### src/rtl/alu_pkg.sv
`timescale 1ns/1ps
package alu_pkg;
  typedef enum logic [1:0] {
    OP_ADD  = 2'd0,
    OP_RSUB = 2'd1,
    OP_CMPS = 2'd2,
    OP_CMPU = 2'd3
  } alu_op_e;
endpackage

### src/rtl/alu_cin_sel.sv
`timescale 1ns/1ps
module alu_cin_sel
  import alu_pkg::*;
(
  input  alu_op_e op_i,
  input  logic    use_carry_i,
  input  logic    carry_q_i,
  output logic    cin_o
);
  always_comb begin
    unique case (op_i)
      OP_ADD:  cin_o = use_carry_i ? carry_q_i : 1'b0;
      OP_RSUB: cin_o = use_carry_i ? carry_q_i : 1'b1;
      default: cin_o = 1'b1;  // compares always form B - A
    endcase
  end
endmodule

### src/rtl/alu_adder.sv
`timescale 1ns/1ps
module alu_adder #(
  parameter int W = 32
) (
  input  logic [W-1:0] x_i,
  input  logic [W-1:0] y_i,
  input  logic         cin_i,
  output logic [W-1:0] sum_o,
  output logic         cout_o
);
  logic [W:0] ext;
  assign ext    = {1'b0, x_i} + {1'b0, y_i} + {{W{1'b0}}, cin_i};
  assign sum_o  = ext[W-1:0];
  assign cout_o = ext[W];
endmodule

### src/rtl/alu_cmp_fix.sv
`timescale 1ns/1ps
module alu_cmp_fix
  import alu_pkg::*;
#(
  parameter int W = 32
) (
  input  alu_op_e      op_i,
  input  logic         a_msb_i,
  input  logic         b_msb_i,
  input  logic [W-1:0] sum_i,
  output logic [W-1:0] result_o
);
  logic is_cmp, sign_diff, fix_bit;
  assign is_cmp    = (op_i == OP_CMPS) || (op_i == OP_CMPU);
  assign sign_diff = a_msb_i ^ b_msb_i;
  assign fix_bit   = (op_i == OP_CMPS) ? b_msb_i : a_msb_i;

  always_comb begin
    result_o = sum_i;
    if (is_cmp && sign_diff) result_o[W-1] = fix_bit;
  end
endmodule

### src/rtl/alu_flag_reg.sv
`timescale 1ns/1ps
module alu_flag_reg (
  input  logic clk_i,
  input  logic rst_ni,
  input  logic preset_we_i,
  input  logic preset_val_i,
  input  logic upd_i,
  input  logic cout_i,
  output logic carry_o,
  output logic carry_copy_o
);
  always_ff @(posedge clk_i or negedge rst_ni) begin
    if (!rst_ni) begin
      carry_o      <= 1'b0;
      carry_copy_o <= 1'b0;
    end else if (preset_we_i) begin  // preset wins over update
      carry_o      <= preset_val_i;
      carry_copy_o <= preset_val_i;
    end else if (upd_i) begin
      carry_o      <= cout_i;
      carry_copy_o <= cout_i;
    end
  end
endmodule

### src/rtl/addsub_cmp_unit.sv
`timescale 1ns/1ps
module addsub_cmp_unit
  import alu_pkg::*;
#(
  parameter int W = 32
) (
  input  logic         clk_i,
  input  logic         rst_ni,
  input  logic         en_i,
  input  logic [1:0]   op_i,
  input  logic [W-1:0] a_i,
  input  logic [W-1:0] b_i,
  input  logic         use_carry_i,
  input  logic         keep_carry_i,
  input  logic         preset_we_i,
  input  logic         preset_val_i,
  output logic [W-1:0] result_o,
  output logic         carry_o,
  output logic         carry_copy_o
);
  alu_op_e      op;
  logic [W-1:0] x, y, sum;
  logic         cin, cout, is_arith, upd;

  assign op       = alu_op_e'(op_i);
  assign is_arith = (op == OP_ADD) || (op == OP_RSUB);
  assign x        = (op == OP_ADD) ? a_i : b_i;
  assign y        = (op == OP_ADD) ? b_i : ~a_i;
  assign upd      = en_i && !keep_carry_i && is_arith;

  alu_cin_sel u_cin (
    .op_i(op), .use_carry_i(use_carry_i), .carry_q_i(carry_o), .cin_o(cin)
  );

  alu_adder #(.W(W)) u_add (
    .x_i(x), .y_i(y), .cin_i(cin), .sum_o(sum), .cout_o(cout)
  );

  alu_cmp_fix #(.W(W)) u_fix (
    .op_i(op), .a_msb_i(a_i[W-1]), .b_msb_i(b_i[W-1]),
    .sum_i(sum), .result_o(result_o)
  );

  alu_flag_reg u_flags (
    .clk_i(clk_i), .rst_ni(rst_ni),
    .preset_we_i(preset_we_i), .preset_val_i(preset_val_i),
    .upd_i(upd), .cout_i(cout),
    .carry_o(carry_o), .carry_copy_o(carry_copy_o)
  );
endmodule

### config.mk
export PLATFORM = sky130hd
export DESIGN_NAME = addsub_cmp_unit
export DESIGN_NICKNAME = d
export VERILOG_FILES = /design/src/rtl/alu_pkg.sv /design/src/rtl/alu_cin_sel.sv /design/src/rtl/alu_adder.sv /design/src/rtl/alu_cmp_fix.sv /design/src/rtl/alu_flag_reg.sv /design/src/rtl/addsub_cmp_unit.sv
export SDC_FILE = /design/constraint.sdc
export NUM_CORES = 1
export LEC_CHECK = 0
export BUFFER_PORTS_ARGS = -buffer_cell sky130_fd_sc_hd__buf_2
export CAP_MARGIN = 10
export CORE_UTILIZATION = 51
export CTS_CLUSTER_DIAMETER = 200
export CTS_CLUSTER_SIZE = 10
export DETAILED_ROUTE_END_ITERATION = 10
export PLACE_DENSITY = 0.83
export SLEW_MARGIN = 0
export SYNTH_ARGS = -nofsm -noshare
export SYNTH_HDL_FRONTEND = slang
export SYNTH_SLANG_ARGS = --single-unit
export TNS_END_PERCENT = 1
### constraint.sdc
create_clock -name clk_i -period 8.91 [get_ports clk_i]
set_input_delay 1.3365 -clock clk_i [delete_from_list [all_inputs] [get_ports clk_i]]
set_output_delay 1.3365 -clock clk_i [all_outputs]
set_load 0.01 [all_outputs]
==> results of run 1 <==
## final timing paths
| kind | end | slack [ns] |
|---|---|---|
| max | result_o[22] | 2.33 |
| min | u_flags.carry_o | 0.77 |
| max reg2reg | u_flags.carry_o | 6.15 |
| min reg2reg | u_flags.carry_o | 0.77 |
| max in group asynchronous | u_flags.carry_o | 7.71 |
| min in group asynchronous | u_flags.carry_o | 1.11 |
## critical path, delay by kind of cell
family	cells	cell delay, ns
AO/OA/AOI/OAI	5	1.56
AND/OR/NAND/NOR	2	0.93
adder cells (fa/ha/maj)	2	0.93
buffers and inverters	2	0.27
XOR/XNOR	1	0.19
## cells by family (layout without fill, tap and decap cells)
group | after synthesis | count (layout) | share of synthesized area [%]
and+or+nand+nor | 153 | 153 | 24.57
muxes | 33 | 33 | 13.04
buffers and inverters | 37 | 116 | 6.054
adders and majority gates | 33 | 33 | 15.11
xor gates and xnor gates | 20 | 20 | 6.186
AOI/OAI and AO/OA | 155 | 155 | 34.16
DFF | 1 | 1 | 0.8836
## through the flow
stage                     instance area (sq um)  hold WS (ns)  std cells  total power [mW]  utilization (%)
after floorplan                            2831        0.7770        432            0.2606                -
after global placement                     3318        0.7706        581            0.3565            63.35
after detailed placement                   3318        0.7887        581            0.3623            63.35
after CTS                                  3318        0.7791        581            0.3645            63.35
after global routing                       3318        0.8534        581            0.4056            63.35
final                                      3318        0.7666        581            0.3681            63.35
## area by class of cell
cell class	instances	area (sq um)
tap	70	87.58
multi-input combinational	394	2638
sequential	1	25.02
inverter	10	37.54
timing repair buffer	106	530.5
fill	519	1919
## cell usage after synthesis (4+ instances only)
master	n
a21oi_1	68
nor2_1	62
nand2_1	38
ha_1	31
mux2_2	31
o21ai_0	26
xnor2_1	16
clkbuf_1	14
inv_1	10
nor3_1	10
nand3_1	9
nand4_1	8
a21o_1	7
o21a_1	6
nand2b_1	5
nor2b_1	5
or3_1	5
a211oi_1	4
a31oi_1	4
buf_1	4
o2111ai_1	4
xor2_1	4
## power breakdown
part	switching, mW	internal [mW]
combinational	0.209	0.154
sequential	0.000468	0.00511
clock	0	0
total	0.209	0.159
## metal layers
metal	part of all wire (%)	vias to the layer above	global-route usage, %
met1	43	1588	31.58
met2	49	146	47.66
li1	-	1768	-
met5	0	-	0
met3	5.6	20	1.078
met4	2.2	0	6.923
==> flow_metrics.tcl, run 1 <==
set metrics [dict create \
    final_cell_mix "106 x buf_2, 68 x a21oi_1, 62 x nor2_1" \
    tightest_slew_ns 0.9839 \
    min_period_over_period_pct 73.82 \
    drt-initial-drc-count 211 \
    cp_slowest_cell "or2_4" \
    ios 107 \
    drive_above_1_share_pct 28.38 \
    vdd_drop_max_v 0.00007303 \
    min_from "u_flags.carry_o" \
    gp_congestion 0.9115 \
    core-area_sq_mm 0.005238 \
    rows 26 \
    yosysWarnings 0 \
    largest_reg_flops 1 \
    r2r-start "u_flags.carry_o" \
    ys_async_sr_fraction_pct 100.0 \
    insertion_delay_ns 0 \
    worst_setup_path_end_kind "output pin" \
    overflow 0 \
    numPortBuffers 106 \
    dp_worst_setup_slack_ns 2.408 \
    reg_top3 "u_flags.carry_o: 1 flops" \
    cp_cell_sequence "buf_2, or2_4, o21ai_0, fa_1, fa_1, nor2b_1, o31a_1, o21ai_1, o311ai_1, a21boi_0, xnor2_1, buf_2" \
    grt_util_all_layers_pct 25.57 \
    die_area_sq_mm 0.005854 \
    floorplan.initialDensity_pct 54.06 \
    antenna_left 0 \
    place_hpwl_um 6313 \
    cts.clk_slew.worst_paths_ns 0 \
    post_cts_resized 0 \
    top_register "u_flags.carry_o" \
    synth_area_leaders "ha_1 14%, mux2_2 12%, a21oi_1 12%" \
    maxClockFrequency_mhz 152.0 \
    fin_nets 619 \
    grt_pass1_vias 3212 \
    hold_depth 4 \
    skew_ns 0 \
    fin_crit_ns 6.578 \
    syn_inst 432 \
    setup_tns_ns 0 \
    synth_seq_area_share_pct 0.8838 \
    synth_cell_type_count 59 \
    synth_ff_type "dfrtp_1" \
    syn_nets 538 \
    yosysTopAreaCellShare_pct 13.70 \
    critical_path.max_stage_delay_ns 0.77 \
    area_growth_pct 17.19 \
    hold_buffers 0 \
    drcViolationCount 0 \
    r2r_cells 9 \
    critPathLaunch "op_i[1]" \
    required_ns 7.57 \
    synth_edf_count 0 \
    ys_ff_latch 1 \
    finalWirelength_um 7771 \
    start_kind "input pin" \
    p_leak_nw 1.515 \
    maxSlewViolCount 0 \
    critPathKind "input pin to output pin" \
    antennaDiodeCount 0 \
    die_y_um 76.51 \
    cp.arrival_ns 5.24 \
    die_w_um 76.51 \
    postCtsSetupBuffers 0 \
    slew_headroom_pct 34.41 \
    rsz0062_at_grt "no" \
    p_per_area_mw_per_mm2 110.9 \
    finalHoldViolations 0 \
    mappedNetlistArea_sq_mm 0.002831 \
    avgViaCountPerCell 6.062 \
    cap_violations 0 \
    grt_start_max_net_pins 97 \
    antenna_found_initial 0 \
    grt_pass1_wl_um 13040 \
    drt_pass1_iterations 4 \
    cp_max_fo 96 \
    final_common_cell "buf_2" \
    setup_viol 0 \
    synth_top_cell_by_area "ha_1" \
    min_path_type "flip-flop to flip-flop" \
    vias 3522 \
    outcome "complete, no violations" \
    fin_ws_ns 2.332 \
    syn_area_per_cell_sq_um 6.554 \
    avgRoutedWirePerCell_um 13.38 \
]
No activity file was read; power rests on OpenSTA's default activity.
==> run 2, diff against run 1 <==
--- a/config.mk
+++ b/config.mk
@@ -7,11 +7,11 @@
 export LEC_CHECK = 0
 export BUFFER_PORTS_ARGS = -buffer_cell sky130_fd_sc_hd__buf_2
 export CAP_MARGIN = 10
-export CORE_UTILIZATION = 51
+export CORE_UTILIZATION = 47
 export CTS_CLUSTER_DIAMETER = 200
 export CTS_CLUSTER_SIZE = 10
 export DETAILED_ROUTE_END_ITERATION = 10
-export PLACE_DENSITY = 0.83
+export PLACE_DENSITY = 0.8
 export SLEW_MARGIN = 0
 export SYNTH_ARGS = -nofsm -noshare
 export SYNTH_HDL_FRONTEND = slang
==> constraint.sdc (replaced) <==
create_clock -name clk_i -period 5.52 [get_ports clk_i]
set_input_delay 0.828 -clock clk_i [delete_from_list [all_inputs] [get_ports clk_i]]
set_output_delay 0.828 -clock clk_i [all_outputs]
set_load 0.01 [all_outputs]
==> run 2 against run 1 <==
Effect of this change: core utilization decreased by 4.0 points; wire length up 4.0%; clock skew is the same; worst setup slack worse by 2.0 ns; global-route usage down 1.1 points; design area is 0.94% higher; sequential share of layout area barely moved; final cell count rose by 0.86%; largest power group unchanged.
==> flow_metrics.tcl, run 2 (synthesized netlist as in run 1, its figures left out) <==
set metrics [dict create \
    vias 3461 \
    final_common_cell "buf_2" \
    die_area_sq_mm 0.006339 \
    top_register "u_flags.carry_o" \
    setup_tns_ns 0 \
    dp_worst_setup_slack_ns 0.2374 \
    avgRoutedWirePerCell_um 13.79 \
    drive_above_1_share_pct 28.99 \
    skew_ns 0 \
    power_mw 0.5973 \
    antenna_left 0 \
    r2r_cells 9 \
    finalHoldViolations 0 \
    floorplan.initialDensity_pct 50.19 \
    min_path_type "input pin to asynchronous set/reset pin" \
    insertion_delay_ns 0 \
    r2r-start "u_flags.carry_o" \
    antenna_found_initial 0 \
    numPortBuffers 106 \
    drcViolationCount 0 \
    fin_ws_ns 0.3794 \
    nFillCells 571 \
    grt_util_all_layers_pct 24.50 \
    fin_nets 622 \
    place_area_sq_mm 0.003343 \
    p_leak_nw 1.530 \
    gp_congestion 0.8805 \
    largest_reg_flops 1 \
    ios 107 \
    avgViaCountPerCell 5.906 \
    cp.arrival_ns 4.31 \
    drt_pass1_iterations 4 \
    die_y_um 79.62 \
    regArea_sq_um 25.02 \
    core-area_sq_mm 0.005642 \
    vdd_drop_max_v 0.00008774 \
    grt_start_max_net_pins 37 \
    place_hpwl_um 6646 \
    rows 27 \
    slew_headroom_pct 43.76 \
    min_period_over_period_pct 93.13 \
    final_core_util_pct 59.37 \
    tightest_slew_ns 0.8304 \
    maxClockFrequency_mhz 194.5 \
    outcome "complete, no violations" \
    fin_crit_ns 5.141 \
    cts.clk_slew.worst_paths_ns 0 \
    reg2reg_to "u_flags.carry_o" \
    reg_top3 "u_flags.carry_o: 1 flops" \
    rsz0062_at_grt "no" \
    final_cell_mix "106 x buf_2, 68 x a21oi_1, 62 x nor2_1" \
    place_inst 586 \
    grt_pass1_wl_um 13130 \
    die_w_um 79.62 \
    final_cells 586 \
    critPathKind "input pin to output pin" \
    hold_slack_ns 0.6038 \
    multiInputGateArea_sq_mm 0.002644 \
    drt-initial-drc-count 156 \
    cap_violations 0 \
    finalWirelength_um 8081 \
    required_ns 4.69 \
    area_growth_pct 18.29 \
    hold_buffers 0 \
    p_per_area_mw_per_mm2 178.3 \
    maxSlewViolCount 0 \
    antennaDiodeCount 0 \
    worst_setup_path_end_kind "output pin" \
    start_kind "input pin" \
    cp_max_fo 32 \
    setup_viol 0 \
    overflow 0 \
    grt_pass1_vias 3022 \
    finalInstanceArea_sq_mm 0.003349 \
    rrSetupSlack_ns 2.76 \
]
[run 2: changes by cell type in the layout (fill, tap and decap cells not counted)]
cell / change
a2111oi_2: +1
a2111oi_0: -1
buf_4: +3
[run 2: per-layer routing]
metal	share of wire, %	vias to the layer above	GRT usage (%)
met5	0	-	0
met3	4.6	8	0.1143
li1	-	1767	-
met4	1.4	0	4.000
met1	46	1570	32.88
met2	48	116	44.10
[run 2: worst max-delay path by stage]
stage,start,end,depth (start not counted)
2_1_floorplan,op_i[0],result_o[24],13
3_3_place_gp,op_i[1],result_o[31],12
3_5_place_dp,op_i[0],result_o[31],12
4_1_cts,op_i[0],result_o[31],12
5_1_grt,op_i[0],result_o[22],13
6_report,op_i[0],result_o[22],13
[run 2: what timing repair did]
item | in CTS | in global routing
gates resized for setup | 0 | 2
endpoints found under the setup margin | 0 | 1
buffers inserted | 0 | 0
[run 2: final cells by class]
type | count | share of cell area (%)
Multi-Input combinational cell | 394 | 78.93
Timing Repair Buffer | 109 | 16.51
Tap cell | 72 | 2.690
Inverter | 10 | 1.121
Sequential cell | 1 | 0.7471
[run 2: worst max-delay path, stage by stage]
cell and delay (ns):
buf_2 0.13, or2_4 0.37, nand2_1 0.10, o21ai_0 0.13, fa_1 0.48, fa_1 0.42, nor2b_1 0.16, o31a_1 0.24
o21ai_1 0.13, o311ai_1 0.71, a21boi_0 0.26, xnor2_1 0.20, buf_2 0.15
[run 2: report_power, final]
| part | switching [mW] | internal, mW |
|---|---|---|
| sequential | 0.000783 | 0.00824 |
| clock | 0 | 0 |
| combinational | 0.339 | 0.249 |
| total | 0.340 | 0.258 |
==> run 3, diff against run 2 <==
--- a/config.mk
+++ b/config.mk
@@ -7,8 +7,9 @@
 export LEC_CHECK = 0
 export BUFFER_PORTS_ARGS = -buffer_cell sky130_fd_sc_hd__buf_2
 export CAP_MARGIN = 10
+export CORE_ASPECT_RATIO = 1.1
 export CORE_UTILIZATION = 47
-export CTS_CLUSTER_DIAMETER = 200
+export CTS_CLUSTER_DIAMETER = 30
 export CTS_CLUSTER_SIZE = 10
 export DETAILED_ROUTE_END_ITERATION = 10
 export PLACE_DENSITY = 0.8
==> run 3 against run 2 <==
Effect of this change: critical path depth stayed put; core utilization is 1.6 points lower; fmax is 4.2% higher; power hardly changed; sequential share of layout area hardly changed; clock skew stayed put; critical endpoint unchanged; design area is 0.15% higher; global-route usage hardly changed; via count is 1.5% higher; largest cell class unchanged; sequential cell count stayed put; worst hold slack worse by 0.00074 ns; sequential power hardly changed.
==> flow_metrics.tcl, run 3 (synthesized netlist as in run 1, its figures left out) <==
set metrics [dict create \
    outcome "complete, no violations" \
    regArea_sq_um 25.02 \
    numPortBuffers 106 \
    setup_viol 0 \
    power_frac_comb_pct 98.5 \
    post_cts_resized 0 \
    critPathLaunch "op_i[0]" \
    min_period_over_period_pct 89.35 \
    power_frac_seq_pct 1.5 \
    endpoint "result_o[22]" \
    tightest_slew_ns 0.7347 \
    die_y_um 83.41 \
    largest_reg_flops 1 \
    floorplan.initialDensity_pct 48.77 \
    avgViaCountPerCell 5.956 \
    fin_crit_ns 4.932 \
    cp_max_fo 12 \
    internal_power_mw 0.2585 \
    hold_buffers 0 \
    critPathKind "input pin to output pin" \
    p_sw_share_pct 56.74 \
    rrSetupSlack_ns 2.73 \
    die_w_um 76.01 \
    final_cell_mix "106 x buf_2, 68 x a21oi_1, 62 x nor2_1" \
    vdd_drop_max_v 0.0001049 \
    grt_util_all_layers_pct 24.48 \
    reg_top3 "u_flags.carry_o: 1 flops" \
    antennaDiodeCount 0 \
    grt_start_max_net_pins 52 \
    vias 3514 \
    hold_slack_ns 0.6031 \
    grt_pass1_wl_um 13700 \
    avgRoutedWirePerCell_um 13.42 \
    start_kind "input pin" \
    setup_tns_ns 0 \
    grt_pass1_vias 3284 \
    antenna_left 0 \
    area_growth_pct 18.47 \
    skew_ns 0 \
    place_inst 590 \
    overflow 0 \
    r2r_cells 9 \
    drive_above_1_share_pct 28.65 \
    cts.clk_slew.worst_paths_ns 0 \
    fin_nets 621 \
    required_ns 4.69 \
    worst_setup_path_end_kind "output pin" \
    r2r-start "u_flags.carry_o" \
    rows 29 \
    finalWirelength_um 7919 \
    multiInputGateArea_sq_mm 0.002638 \
    top_register "u_flags.carry_o" \
    finalHoldViolations 0 \
    p_leak_nw 1.530 \
    die_area_sq_mm 0.006339 \
    rsz0062_at_grt "no" \
    min_path_type "input pin to asynchronous set/reset pin" \
    cap_violations 0 \
    postCtsSetupBuffers 0 \
    drcViolationCount 0 \
    ios 107 \
    power.switching_mw 0.3391 \
    p_per_area_mw_per_mm2 178.2 \
    place_area_sq_mm 0.003354 \
    nFillCells 598 \
    final_cells 590 \
    cp.arrival_ns 4.10 \
    core-area_sq_mm 0.005806 \
    drt-initial-drc-count 214 \
    antenna_found_initial 0 \
    clkPwrFrac_pct 0 \
    reg2reg_to "u_flags.carry_o" \
    slew_headroom_pct 50.24 \
    final_common_cell "buf_2" \
    finalInstanceArea_sq_mm 0.003354 \
    maxClockFrequency_mhz 202.8 \
    insertion_delay_ns 0 \
    maxSlewViolCount 0 \
    drt_pass1_iterations 5 \
    place_hpwl_um 6616 \
    gp_congestion 0.8547 \
]
## run 3: final cells by class
type,instances,area share [%]
inverters,10,1.119
well taps,77,2.872
flip-flops and latches,1,0.7460
repair buffers,108,16.64
multi-input cells,394,78.63
## run 3: worst min path at each step
stage / start / end / slack [ns] / cells past startpoint
2_1_floorplan: rst_ni / u_flags.carry_o / 0.53 / 0
3_3_place_gp: rst_ni / u_flags.carry_o / 0.60 / 1
3_5_place_dp: rst_ni / u_flags.carry_o / 0.60 / 1
4_1_cts: rst_ni / u_flags.carry_o / 0.60 / 1
5_1_grt: rst_ni / u_flags.carry_o / 0.61 / 1
6_report: rst_ni / u_flags.carry_o / 0.60 / 1
## run 3: stage by stage
step	power [mW]	utilization (%)	setup WS, ns
6_report	0.5976	57.78	0.5880
5_1_grt	0.6594	57.78	0.2281
4_1_cts	0.5939	57.78	0.6171
3_5_place_dp	0.5907	57.78	0.6242
3_3_place_gp	0.5781	57.78	0.6786
2_1_floorplan	0.4207	-	0.4958
## run 3: power groups by stage
stage	clock network [mW]	logic, mW	registers [mW]
floorplan	0	0.411	0.00930
global placement	0	0.569	0.00899
detailed placement	0	0.582	0.00897
CTS	0	0.585	0.00900
global route	0	0.650	0.00911
finish	0	0.589	0.00900
## run 3: layer usage
layer	global-route usage [%]	wire length [um]	vias up	share of wire, %
li1	-	-	1776	-
met1	28.60	3343	1612	42
met2	48.18	4102	118	52
met3	1.538	392	8	5.0
met4	5.070	80	0	1.0
met5	0	0	-	0
## run 3: worst max-delay path: stages
cell and delay [ns]:
buf_2 0.13, or2_4 0.32, nand2_1 0.08, o21ai_0 0.11
fa_1 0.47, fa_1 0.42, nor2b_1 0.16, o31a_1 0.23
o21ai_1 0.11, o311ai_1 0.63, a21boi_0 0.24, xnor2_1 0.21
buf_2 0.16
